### src/rtl/sp_pkg.sv
package sp_pkg;
   typedef enum logic {DIR_UP = 1'b0, DIR_DOWN = 1'b1} dir_e;

   function automatic dir_e dir_flip(input dir_e d);
      return (d == DIR_UP) ? DIR_DOWN : DIR_UP;
   endfunction
endpackage

### src/rtl/sp_hpf.sv
module sp_hpf #(
   parameter int LUMA_W = 8,
   parameter int HP_W   = LUMA_W + 2
) (
   input  logic                   clk_i,
   input  logic                   rst_ni,
   input  logic [LUMA_W-1:0]      smp_i,
   input  logic                   smp_vld_i,
   input  logic                   fld_strb_i,
   output logic                   hp_vld_o,
   output logic signed [HP_W-1:0] hp_o
);
   localparam int NHIST = 2;
   localparam int FILL_W = $clog2(NHIST + 1);

   if (HP_W < LUMA_W + 2) begin : g_bad_hp_w
      $error("sp_hpf: HP_W too narrow for kernel gain");
   end

   logic [LUMA_W-1:0] hist_q [NHIST];
   logic [FILL_W-1:0] fill_q;
   logic signed [HP_W-1:0] kern;

   always_comb begin
      kern = ($signed({2'b00, hist_q[0]}) <<< 1)
             - $signed({2'b00, hist_q[1]})
             - $signed({2'b00, smp_i});
   end

   always_ff @(posedge clk_i or negedge rst_ni) begin
      if (!rst_ni) begin
         hist_q[0] <= '0;
      end else if (smp_vld_i) begin
         hist_q[0] <= smp_i;
      end
   end

   for (genvar g = 1; g < NHIST; g++) begin : g_hist
      always_ff @(posedge clk_i or negedge rst_ni) begin
         if (!rst_ni) begin
            hist_q[g] <= '0;
         end else if (smp_vld_i && !fld_strb_i) begin
            hist_q[g] <= hist_q[g-1];
         end
      end
   end

   always_ff @(posedge clk_i or negedge rst_ni) begin
      if (!rst_ni) begin
         fill_q   <= '0;
         hp_vld_o <= 1'b0;
         hp_o     <= '0;
      end else begin
         hp_vld_o <= 1'b0;
         if (fld_strb_i) begin
            fill_q <= smp_vld_i ? FILL_W'(1) : '0;
         end else if (smp_vld_i) begin
            if (fill_q == FILL_W'(NHIST)) begin
               hp_vld_o <= 1'b1;
               hp_o     <= kern;
            end else begin
               fill_q <= fill_q + FILL_W'(1);
            end
         end
      end
   end
endmodule

### src/rtl/sp_energy.sv
module sp_energy #(
   parameter int HP_W  = 10,
   parameter int ACC_W = 24
) (
   input  logic                   clk_i,
   input  logic                   rst_ni,
   input  logic                   hp_vld_i,
   input  logic signed [HP_W-1:0] hp_i,
   input  logic                   fld_strb_i,
   output logic [ACC_W-1:0]       acc_o,
   output logic [ACC_W-1:0]       energy_o,
   output logic                   energy_upd_o
);
   localparam int SQ_W = 2 * HP_W;

   if (ACC_W < SQ_W) begin : g_bad_acc_w
      $error("sp_energy: ACC_W must hold at least one squared term");
   end

   logic [SQ_W-1:0]  sq;
   logic [ACC_W:0]   sum;
   logic [ACC_W-1:0] sum_sat;

   always_comb begin
      sq      = SQ_W'(hp_i * hp_i);
      sum     = {1'b0, acc_o} + (hp_vld_i ? (ACC_W+1)'(sq) : '0);
      sum_sat = sum[ACC_W] ? '1 : sum[ACC_W-1:0];
   end

   always_ff @(posedge clk_i or negedge rst_ni) begin
      if (!rst_ni) begin
         acc_o        <= '0;
         energy_o     <= '0;
         energy_upd_o <= 1'b0;
      end else begin
         energy_upd_o <= fld_strb_i;
         if (fld_strb_i) begin
            energy_o <= sum_sat;
            acc_o    <= '0;
         end else begin
            acc_o    <= sum_sat;
         end
      end
   end
endmodule

### src/rtl/sp_climb.sv
module sp_climb
   import sp_pkg::*;
#(
   parameter int ACC_W   = 24,
   parameter int PHASE_W = 8,
   parameter int STEP    = 8
) (
   input  logic               clk_i,
   input  logic               rst_ni,
   input  logic               upd_i,
   input  logic               hold_i,
   input  logic [ACC_W-1:0]   energy_i,
   output logic [PHASE_W-1:0] phase_off_o
);
   if (PHASE_W < 2) begin : g_bad_phase_w
      $error("sp_climb: PHASE_W must be at least 2");
   end
   if (STEP < 1 || STEP >= (1 << (PHASE_W - 1))) begin : g_bad_step
      $error("sp_climb: STEP must lie within half a phase cycle");
   end

   localparam logic [PHASE_W-1:0] STEP_V = PHASE_W'(STEP);

   logic [ACC_W-1:0] ref_q;
   logic             ref_ok_q;
   dir_e             dir_q, dir_nx;

   always_comb begin
      dir_nx = (ref_ok_q && (energy_i < ref_q)) ? dir_flip(dir_q) : dir_q;
   end

   always_ff @(posedge clk_i or negedge rst_ni) begin
      if (!rst_ni) begin
         ref_q       <= '0;
         ref_ok_q    <= 1'b0;
         dir_q       <= DIR_UP;
         phase_off_o <= '0;
      end else if (upd_i) begin
         ref_q    <= energy_i;
         ref_ok_q <= 1'b1;
         if (!hold_i) begin
            dir_q       <= dir_nx;
            phase_off_o <= (dir_nx == DIR_UP) ? phase_off_o + STEP_V
                                              : phase_off_o - STEP_V;
         end
      end
   end
endmodule

### src/rtl/sharp_phase_tracker.sv
module sharp_phase_tracker #(
   parameter int LUMA_W  = 8,
   parameter int ACC_W   = 24,
   parameter int PHASE_W = 8,
   parameter int STEP    = 8
) (
   input  logic               clk_i,
   input  logic               rst_ni,
   input  logic [LUMA_W-1:0]  luma_i,
   input  logic               luma_vld_i,
   input  logic               field_strb_i,
   input  logic               hold_i,
   output logic [PHASE_W-1:0] phase_off_o,
   output logic [ACC_W-1:0]   energy_o
);
   localparam int HP_W = LUMA_W + 2;

   if (LUMA_W < 2) begin : g_bad_luma_w
      $error("sharp_phase_tracker: LUMA_W must be at least 2");
   end

   logic                   hp_vld;
   logic signed [HP_W-1:0] hp;
   logic [ACC_W-1:0]       acc_run;
   logic                   energy_upd;
   logic                   hold_q;

   always_ff @(posedge clk_i or negedge rst_ni) begin
      if (!rst_ni) hold_q <= 1'b0;
      else         hold_q <= hold_i;
   end

   sp_hpf #(.LUMA_W(LUMA_W), .HP_W(HP_W)) u_hpf (
      .clk_i      (clk_i),
      .rst_ni     (rst_ni),
      .smp_i      (luma_i),
      .smp_vld_i  (luma_vld_i),
      .fld_strb_i (field_strb_i),
      .hp_vld_o   (hp_vld),
      .hp_o       (hp)
   );

   sp_energy #(.HP_W(HP_W), .ACC_W(ACC_W)) u_energy (
      .clk_i        (clk_i),
      .rst_ni       (rst_ni),
      .hp_vld_i     (hp_vld),
      .hp_i         (hp),
      .fld_strb_i   (field_strb_i),
      .acc_o        (acc_run),
      .energy_o     (energy_o),
      .energy_upd_o (energy_upd)
   );

   sp_climb #(.ACC_W(ACC_W), .PHASE_W(PHASE_W), .STEP(STEP)) u_climb (
      .clk_i       (clk_i),
      .rst_ni      (rst_ni),
      .upd_i       (energy_upd),
      .hold_i      (hold_q),
      .energy_i    (energy_o),
      .phase_off_o (phase_off_o)
   );
endmodule

### config.mk
export PLATFORM = sky130hd
export DESIGN_NAME = sharp_phase_tracker
export DESIGN_NICKNAME = d
export VERILOG_FILES = /design/src/rtl/sp_pkg.sv /design/src/rtl/sp_hpf.sv /design/src/rtl/sp_energy.sv /design/src/rtl/sp_climb.sv /design/src/rtl/sharp_phase_tracker.sv
export SDC_FILE = /design/constraint.sdc
export NUM_CORES = 1
export LEC_CHECK = 0
export BUFFER_PORTS_ARGS = -buffer_cell sky130_fd_sc_hd__buf_2
export CORE_UTILIZATION = 50
export CTS_CLUSTER_DIAMETER = 60
export DETAILED_ROUTE_END_ITERATION = 10
export PLACE_DENSITY = 0.67
export SYNTH_ARGS = -nofsm -noshare
export SYNTH_HDL_FRONTEND = slang
export SYNTH_HIERARCHICAL = 1
export SYNTH_SLANG_ARGS = --single-unit
### constraint.sdc
create_clock -name clk_i -period 8.1 [get_ports clk_i]
set_clock_uncertainty 0.2 [all_clocks]
set_input_delay 1.215 -clock clk_i [delete_from_list [all_inputs] [get_ports clk_i]]
set_output_delay 1.215 -clock clk_i [all_outputs]
set_load 0.05 [all_outputs]
==> results.cfg <==
[status]
outcome = completed

[floorplan]
die_h_um = 144
initial_core_util_pct = 51.3
rows = 51
core_mm2 = 0.0195
io-pin-count = 45
die_width_um = 144
dieArea_mm2 = 0.0206

[critical_path]
critPathMaxStageDelay_ns = 0.54
timing.rr.end = u_energy/energy_o[3]$_DFFE_PN0P_
worst_r2r_path_depth = 27
critPathMaxFanout = 40
path_class = reg -> reg
crit_required_ns = 8.08
slowest_stage = fa_1
path_common_cell = inv_1
cp_num_buf_inv = 7
r2r_start = u_hpf/hp_o[3]$_DFFE_PN0P_
arrival_ns = 7.54
startpoint_type = flop
cp_top_family = adder cells
critPathCaptureType = flop
r2r_setup_slack_ns = 0.55

[synth]
avgSynthCellArea_um2 = 9.36
synth_cell_types = 75
synthCells = 1070
yosys_warnings = 6
synth_seq_cells = 110
yosysTopAreaCell = dfrtp_1
syn-cell-area_mm2 = 0.0100
seq_area_frac_synth_pct = 27.5
async_reset_ff_share_pct = 100
synthFlopType = dfrtp_1
synth_edf_count = 0
synth.top_cell.area_share_pct = 27.5
synth_area_leaders = dfrtp_1 (27%), fa_1 (18%), ha_1 (13%), inv_1 (7.0%), nand2_1 (3.6%)

[sta]
fin_setup_tns_ns = 0
min_period_ns = 7.55
max_freq_mhz = 132
maxSlewHeadroom_pct = 40.6
setup_viol = 0
finalCritPeriodShare_pct = 93.2
rsz0062_at_grt = false
hold_viol = 0
worst_pin_slew_ns = 0.891
slew_viol_final = 0

[global_routing]
grt_overflow = 0
grt_usage_pct = 19.6
grt_max_degree = 75
antenna_found_initial = 0
grt_pass1_vias = 6822
grt_pass1_wl_mm = 32.0

[detailed_routing]
firstDrtPassIters = 5
drc = 0
wl_mm = 18.8
drtAntennaViolNets = 0
post_drt_wl_per_cell_um = 13.8
drt_iter0_drc = 342
viasPerCell = 5.25
vias = 7153

[layout]
antenna_cells = 0
drive_above_1_share_pct = 9.12
finalNetCount = 1302
final_area_mm2 = 0.0107
final_util_pct = 54.9
syn_to_final_growth_pct = 7.08
layout_commonest_cell = inv_1
final_cell_mix = inv_1 (188), dfrtp_1 (110), ha_1 (105), nand2_1 (96), fa_1 (90)

[flow_run]
cap_violations = 0

[placement]
portBuffers = 41
place.gp.congestion = 0.830
place_hpwl_mm = 14.8
place_area_mm2 = 0.0104

[worst_hold_path]
hold_start = u_climb/phase_off_o[7]$_DFFE_PN0P_
holdPathStages = 1
min_path_type = reg -> reg
hold_end = u_climb/phase_off_o[7]$_DFFE_PN0P_

[clock_tree]
root_buffer = clkbuf_16
htree_levels = 3
clk_pin_slew_ns = 0.08
hold_buffers = 0
cts_tree = built
clock_sinks = 110
clock_latency_ns = 0.35
clk_path_buf_depth = 2
cts_buffers = 9
-- worst max-delay path by stage --
stage,start,slack (ns),endpoint,depth (start not counted)
after CTS,u_hpf/hp_o[9]$_DFFE_PN0P_,0.37,u_energy/energy_o[8]$_DFFE_PN0P_,23
after global placement,u_hpf/hp_o[9]$_DFFE_PN0P_,0.59,u_energy/energy_o[4]$_DFFE_PN0P_,23
after detailed placement,u_hpf/hp_o[9]$_DFFE_PN0P_,0.41,u_energy/energy_o[8]$_DFFE_PN0P_,23
final,u_hpf/hp_o[3]$_DFFE_PN0P_,0.55,u_energy/energy_o[3]$_DFFE_PN0P_,27
after global routing,u_hpf/hp_o[2]$_DFFE_PN0P_,0.04,u_energy/energy_o[3]$_DFFE_PN0P_,26
after floorplan,u_hpf/hp_o[9]$_DFFE_PN0P_,1.21,u_energy/acc_o[1]$_DFF_PN0_,23
-- layout make-up --
type                            instances  area (µm²)
Timing Repair Buffer                   49         268
Sequential cell                       110        2750
Multi-Input combinational cell        735        6380
Clock inverter                          4        55.1
Inverter                              189         709
Tap cell                              265         332
Fill cell                            1821        8800
Clock buffer                           10         229
-- Yosys cell counts (all sizes together) (11+ instances only) --
cell,n
nor2,58
fa,90
nor3,13
o21ai,58
nand3,12
and2,22
buf,12
a21o,13
mux2,11
clkbuf,26
nand2b,12
xnor2,31
ha,105
dfrtp,110
a21oi,65
nand2,98
inv,189
a31oi,25
xor2,17
-- what timing repair did --
action / CTS / global route
buffers inserted: 0 / 0
endpoints found under the setup margin: 0 / 40
gates resized for setup: 0 / 1
-- kinds of logic after synthesis --
| family | count (synthesis) | share of synthesized area, % |
|---|---|---|
| mux | 12 | 1.34 |
| buf+inv | 227 | 8.94 |
| other cells | 1 | 0.0374 |
| compound gates | 221 | 14.6 |
| xor+xnor | 48 | 4.20 |
| flops | 110 | 27.5 |
| fa+ha+maj | 195 | 31.1 |
| simple gates | 256 | 12.3 |
-- worst reg2reg max path: stages, from the launching register on --
cell and delay, ns:
dfrtp_1 0.52, buf_4 0.24, nand2_1 0.11, fa_1 0.51
inv_1 0.05, ha_1 0.27, inv_1 0.05, fa_1 0.54
inv_1 0.06, fa_1 0.53, inv_1 0.05, fa_1 0.53
inv_1 0.04, ha_1 0.33, or2_2 0.28, a21oi_1 0.34
o21bai_1 0.27, o21ai_2 0.12, a221oi_2 0.34, xor2_1 0.19
nor2_1 0.06, ha_1 0.36, a21o_1 0.18, a21oi_1 0.37
a21oi_4 0.12, o21ai_4 0.16, buf_4 0.39, a31oi_1 0.19
-- flip-flops by register name, summed over array words and instances (netlist names) --
| signal | count |
|---|---|
| u_hpf/hist_q | 16 |
| u_climb/ref_ok_q | 1 |
| u_climb/ref_q | 24 |
| u_climb/dir_q | 1 |
| u_energy/acc_o | 24 |
| u_energy/energy_o | 24 |
| u_hpf/fill_q | 2 |
| u_hpf/hp_vld_o | 1 |
| u_climb/phase_off_o | 5 |
| u_energy/energy_upd_o | 1 |
| hold_q | 1 |
| u_hpf/hp_o | 10 |
-- layer usage --
layer	global-route usage [%]	share of wire (%)	vias up
li1	-	-	3542
met1	27.2	48	3519
met2	32.8	49	80
met3	2.43	2.0	12
met4	4.09	0.91	0
met5	0	0	-
-- stage by stage --
stage	hold WS, ns	worst slack (ns)	cells
finish	0.269	0.548	1362
global route	0.297	0.0421	1362
CTS	0.273	0.375	1362
detailed placement	0.255	0.410	1348
global placement	0.259	0.588	1348
floorplan	0.231	1.21	1072
Power is not shown: default switching activity piles up to over one toggle a cycle in this logic, so the estimate is an artifact.
